### src/rtl/gate_seq_pkg.sv
package gate_seq_pkg;
  typedef enum logic [2:0] {
    ST_OFF,
    ST_WAIT_HS,
    ST_HS_ON,
    ST_WAIT_LS,
    ST_LS_ON
  } seq_state_e;

  localparam logic [1:0] CMD_LO = 2'b00;
  localparam logic [1:0] CMD_HI = 2'b01;
endpackage

### src/rtl/gate_cmd_qualify.sv
module gate_cmd_qualify
  import gate_seq_pkg::*;
(
  input  logic [1:0] pwm_cmd_i,
  input  logic       en_i,
  input  logic       lockout_i,
  output logic       force_off_o,
  output logic       pwm_hi_o
);
  logic idle;
  assign idle        = pwm_cmd_i[1];
  assign force_off_o = idle || !en_i || lockout_i;
  assign pwm_hi_o    = (pwm_cmd_i == CMD_HI);
endmodule

### src/rtl/gate_hold_counter.sv
// Counts qualified edges; done_o when the N-th one is being sampled.
// STICKY keeps counting after the first qualifying edge.
module gate_hold_counter #(
  parameter int unsigned N      = 3,
  parameter bit          STICKY = 1'b0
) (
  input  logic clk_i,
  input  logic rst_ni,
  input  logic clr_i,
  input  logic cond_i,
  output logic done_o
);
  localparam int unsigned W = $clog2(N + 1);

  logic [W-1:0] cnt_q;
  logic         run_q;
  logic         active;

  assign active = cond_i || (STICKY && run_q);
  assign done_o = active && (cnt_q == W'(N - 1));

  always_ff @(posedge clk_i or negedge rst_ni) begin
    if (!rst_ni) begin
      cnt_q <= '0;
      run_q <= 1'b0;
    end else if (clr_i) begin
      cnt_q <= '0;
      run_q <= 1'b0;
    end else if (active) begin
      if (!done_o) cnt_q <= cnt_q + 1'b1;
      run_q <= 1'b1;
    end else begin
      cnt_q <= '0;
    end
  end
endmodule

### src/rtl/gate_seq_fsm.sv
module gate_seq_fsm
  import gate_seq_pkg::*;
(
  input  logic       clk_i,
  input  logic       rst_ni,
  input  logic       force_off_i,
  input  logic       pwm_hi_i,
  input  logic       skip_ni,
  input  logic       hs_ready_i,
  input  logic       ls_ready_i,
  output seq_state_e state_o
);
  seq_state_e state_q, state_d;
  seq_state_e rise_tgt;

  // diode emulation: no low-side handoff to wait for
  assign rise_tgt = skip_ni ? ST_WAIT_HS : ST_HS_ON;

  always_comb begin
    state_d = state_q;
    if (force_off_i) begin
      state_d = ST_OFF;
    end else begin
      unique case (state_q)
        ST_OFF:     state_d = pwm_hi_i ? rise_tgt : ST_WAIT_LS;
        ST_WAIT_HS: begin
          if (!pwm_hi_i)                    state_d = ST_WAIT_LS;
          else if (!skip_ni || hs_ready_i)  state_d = ST_HS_ON;
        end
        ST_HS_ON:   if (!pwm_hi_i) state_d = ST_WAIT_LS;
        ST_WAIT_LS: begin
          if (pwm_hi_i)        state_d = rise_tgt;
          else if (ls_ready_i) state_d = ST_LS_ON;
        end
        ST_LS_ON:   if (pwm_hi_i) state_d = rise_tgt;
        default:    state_d = ST_OFF;
      endcase
    end
  end

  always_ff @(posedge clk_i or negedge rst_ni) begin
    if (!rst_ni) state_q <= ST_OFF;
    else         state_q <= state_d;
  end

  assign state_o = state_q;
endmodule

### src/rtl/halfbridge_gate_seq.sv
module halfbridge_gate_seq
  import gate_seq_pkg::*;
#(
  parameter int unsigned DEAD_CYC = 3,
  parameter int unsigned TMO_CYC  = 12
) (
  input  logic       clk_i,
  input  logic       rst_ni,
  input  logic [1:0] pwm_cmd_i,
  input  logic       en_i,
  input  logic       lockout_i,
  input  logic       skip_ni,
  input  logic       lsg_low_i,
  input  logic       sw_low_i,
  input  logic       hsvgs_low_i,
  output logic       hs_gate_o,
  output logic       ls_gate_o
);
  logic       force_off, pwm_hi;
  logic       hs_ready, sw_ready, tmo_ready;
  seq_state_e state;

  gate_cmd_qualify u_qual (
    .pwm_cmd_i   (pwm_cmd_i),
    .en_i        (en_i),
    .lockout_i   (lockout_i),
    .force_off_o (force_off),
    .pwm_hi_o    (pwm_hi)
  );

  // low-side gate confirmed off -> high-side may turn on
  gate_hold_counter #(.N(DEAD_CYC), .STICKY(1'b0)) u_dead_on (
    .clk_i  (clk_i),
    .rst_ni (rst_ni),
    .clr_i  (state != ST_WAIT_HS),
    .cond_i (lsg_low_i),
    .done_o (hs_ready)
  );

  // switch node confirmed low -> low-side may turn on
  gate_hold_counter #(.N(DEAD_CYC), .STICKY(1'b0)) u_dead_off (
    .clk_i  (clk_i),
    .rst_ni (rst_ni),
    .clr_i  (state != ST_WAIT_LS),
    .cond_i (sw_low_i),
    .done_o (sw_ready)
  );

  // fallback: started by high-side discharge, runs to expiry
  gate_hold_counter #(.N(TMO_CYC), .STICKY(1'b1)) u_timeout (
    .clk_i  (clk_i),
    .rst_ni (rst_ni),
    .clr_i  (state != ST_WAIT_LS),
    .cond_i (hsvgs_low_i),
    .done_o (tmo_ready)
  );

  gate_seq_fsm u_fsm (
    .clk_i       (clk_i),
    .rst_ni      (rst_ni),
    .force_off_i (force_off),
    .pwm_hi_i    (pwm_hi),
    .skip_ni     (skip_ni),
    .hs_ready_i  (hs_ready),
    .ls_ready_i  (sw_ready || tmo_ready),
    .state_o     (state)
  );

  assign hs_gate_o = (state == ST_HS_ON);
  assign ls_gate_o = (state == ST_LS_ON) && skip_ni;
endmodule

### config.mk
export PLATFORM = sky130hd
export DESIGN_NAME = halfbridge_gate_seq
export DESIGN_NICKNAME = d
export VERILOG_FILES = /design/src/rtl/gate_seq_pkg.sv /design/src/rtl/gate_cmd_qualify.sv /design/src/rtl/gate_hold_counter.sv /design/src/rtl/gate_seq_fsm.sv /design/src/rtl/halfbridge_gate_seq.sv
export SDC_FILE = /design/constraint.sdc
export NUM_CORES = 1
export LEC_CHECK = 0
export BUFFER_PORTS_ARGS = -buffer_cell sky130_fd_sc_hd__buf_2
export CAP_MARGIN = 15
export CORE_UTILIZATION = 54
export CTS_CLUSTER_SIZE = 16
export DETAILED_ROUTE_END_ITERATION = 12
export PLACE_DENSITY_LB_ADDON = 0.25
export SLEW_MARGIN = 30
export SYNTH_ARGS = -nofsm -noshare
export SYNTH_HDL_FRONTEND = slang
export SYNTH_HIERARCHICAL = 1
export SYNTH_SLANG_ARGS = --single-unit
### constraint.sdc
create_clock -name clk_i -period 2.9 [get_ports clk_i]
set_input_delay 0.87 -clock clk_i [delete_from_list [all_inputs] [get_ports clk_i]]
set_output_delay 0.87 -clock clk_i [all_outputs]
set_load 0.01 [all_outputs]
==> results.cfg <==
[outcome]
status = complete, no violations

[sta]
tightestPinTransition_ns = 0.381
finClkSkew_ns = 0.00681
min_period_over_period_pct = 77.0
grt_setup_unrepaired = false
fin_crit_ns = 2.23
whs_ns = 0.455
tns_ns = 0
fmax_mhz = 448
max-slew-margin-rel_pct = 74.6
final-hold-violation-count = 0
drv_slew = 0
setup_viol = 0

[grt]
overflow = 0
grt_usage_pct = 19.9
first_global_vias = 499
grt_pass1_wl_um = 2090
grt_max_degree = 15
grt_antenna_before_repair = 0

[detailed_routing]
final_antenna_net_count = 0
routed_wl_um = 1320
route.detailed.drc = 0
detail_route.first_pass.iterations = 4
wl_per_cell_um = 12.1
dr_total_vias = 588
viasPerCell = 5.39
drt-initial-drc-count = 14

[synth]
ys_types = 37
ys_seq_area_share_pct = 38.0
yosysTopAreaCellShare_pct = 38.0
ys_warn_count = 6
synth_compound_area_share_pct = 14.1
synth_top_area_cell = dfrtp_1
synth_simple_gate_area_share_pct = 32.8
syn_avg_cell_area_sq_um = 9.88
syn_nets = 93
synthesis.area_sq_um = 791
synthXorXnorAreaFrac_pct = 4.43
synthTopCellsByArea = dfrtp_1, ha_1, nor2_1
synth_top_family_by_area = simple AND/OR/NAND/NOR gates
synthAdderAreaFrac_pct = 4.75
syn_inst = 80
ys_ff_latch = 12
synthMuxAreaShare_pct = 2.69

[pwr]
internal_power_mw = 0.259
combPwrFrac_pct = 8.5
seqPwrFrac_pct = 51.4
power.share.clock_pct = 40.1
switching_share_pct = 22.9
peakVddDrop_mv = 0.176
p_leak_nw = 0.468
power_mw = 0.336
power_density_mw_per_mm2 = 378
p_sw_mw = 0.0771

[cells_and_area]
final_core_util_pct = 66.7
final_common_cell = dfrtp_1
layout.nets = 108
instances_no_fill = 109
layout_common_cells = dfrtp_1, buf_2, nor2_1
nFillCells = 126
diodes = 0
syn2layout_area_growth_pct = 12.5
drive_gt1_share_pct = 28.7

[critical_path]
cp_data_arrival_time_ns = 2.39
crit-reg2reg-launch = u_timeout/cnt_q[0]$_DFFE_PN0P_
crit_fanout = 2
crit_required_ns = 3.06
slowest_delay_ns = 0.35
cp_cell_sequence = buf_2, nor2_1, nor2_1, or2_2, and4bb_1, a21oi_1, o31ai_2, mux2_1
path_class = input pin to flip-flop
critPathLaunchType = input pin
critical_path.most_common_cell = nor2_1
cp_slowest_cell = mux2_1
end_kind = flip-flop
startpoint = hsvgs_low_i

[clock_tree]
post-cts-setup-buffers = 0
insertion_delay_ns = 0.28
cts_resized = 0
cts-buffers-inserted = 3
hold_buffers = 0
cts_tree = built
clockBufferDepth = 2
clock-root-buffer = clkbuf_4
clkSinkCount = 12
clk_pin_slew_ns = 0.08
h-tree-depth = 1

[floorplanning]
start_util_pct = 59.3
num_rows = 13
ios = 12
die_area_sq_mm = 0.00162
dieWidth_um = 40.3
core-area_sq_mm = 0.00133
die_h_um = 40.3

[placement]
hpwl_um = 946
place_inst = 105
numPortBuffers = 11
gp_congestion = 0.838

[run]
maxCapViolCount = 0

[min_path]
hp-class = input pin to asynchronous set/reset pin
-- area by class of cell --
class,count,area (sq um),share of cell area [%]
inverters,4,15.0,1.69
multi-input cells,63,464,52.2
repair buffers,11,55.1,6.19
flip-flops and latches,12,300,33.8
well taps,15,18.8,2.11
clock buffers,4,36.3,4.08
-- worst paths after layout --
kind,end,slack (ns),cells after the start
worst min register to register,u_dead_off/cnt_q[1]$_DFFE_PN0P_,0.54,2
min in group clk_i,u_dead_off/cnt_q[1]$_DFFE_PN0P_,0.54,2
worst max-delay path,u_fsm/state_o[1]$_DFFE_PN0P_,0.67,8
worst max register to register,u_fsm/state_o[1]$_DFFE_PN0P_,0.72,8
max in group asynchronous,u_fsm/state_o[2]$_DFFE_PN0P_,2.22,1
worst min-delay path,u_timeout/cnt_q[2]$_DFFE_PN0P_,0.46,1
-- synth_stat cells --
cell / n
dfrtp_1: 12
nor2_1: 10
a21oi_1: 6
inv_1: 4
ha_1: 3
nand2b_1: 3
nor3b_1: 3
or2_1: 3
xor2_1: 3
a21oi_2: 2
and2_2: 2
and4bb_1: 2
nand2_1: 2
or3b_1: 2
a21o_2: 1
a22oi_1: 1
and2b_1: 1
and2b_2: 1
and4b_2: 1
and4bb_2: 1
buf_6: 1
mux2_1: 1
mux2i_1: 1
nand3_1: 1
nand3b_1: 1
nand3b_4: 1
nor2_2: 1
nor2b_1: 1
nor3_1: 1
o21ai_0: 1
o21ai_1: 1
o21ba_1: 1
o21bai_1: 1
o31ai_1: 1
o31ai_2: 1
or2_2: 1
xnor2_1: 1
-- sequential cells by signal, indices dropped and copies added (netlist names) --
signal            flops
u_dead_off/cnt_q      2
u_dead_on/cnt_q       2
u_timeout/cnt_q       4
u_fsm/state_o         3
u_timeout/run_q       1
-- layer usage --
metal / vias up / track usage [%] / wire length, um / part of all wire (%)
met5: - / 0 / 0 / 0
met4: 0 / 9.17 / 19 / 1.4
met3: 2 / 6.67 / 55 / 4.2
met2: 13 / 30.2 / 550 / 42
met1: 267 / 25.3 / 692 / 53
li1: 306 / - / - / -
-- cells by family after synthesis --
family,Yosys count
simple gates,38
compound gates,16
flops,12
buf+inv,5
xor+xnor,4
fa+ha+maj,3
mux,2
-- worst max-delay path: cells and delay by family --
kind                   cells  cell delay [ns]
buffers and inverters      1             0.09
AOI/OAI and AO/OA          2             0.31
muxes                      1             0.35
and+or+nand+nor            4             0.77
-- power groups by stage --
| stage | registers [mW] | logic [mW] | clock network (mW) |
|---|---|---|---|
| after floorplan | 0.174 | 0.0181 | 0 |
| after global routing | 0.173 | 0.0324 | 0.147 |
| after CTS | 0.173 | 0.0289 | 0.139 |
| after detailed placement | 0.176 | 0.0289 | 0 |
| final | 0.173 | 0.0284 | 0.135 |
| after global placement | 0.176 | 0.0279 | 0 |
-- metrics by stage --
stage | setup slack [ns] | area, sq um
after floorplan | 0.600 | 791
after global placement | 0.436 | 853
after detailed placement | 0.385 | 853
after CTS | 0.670 | 890
after global routing | 0.572 | 890
final | 0.667 | 890
Power figures use the tool's default switching activity.
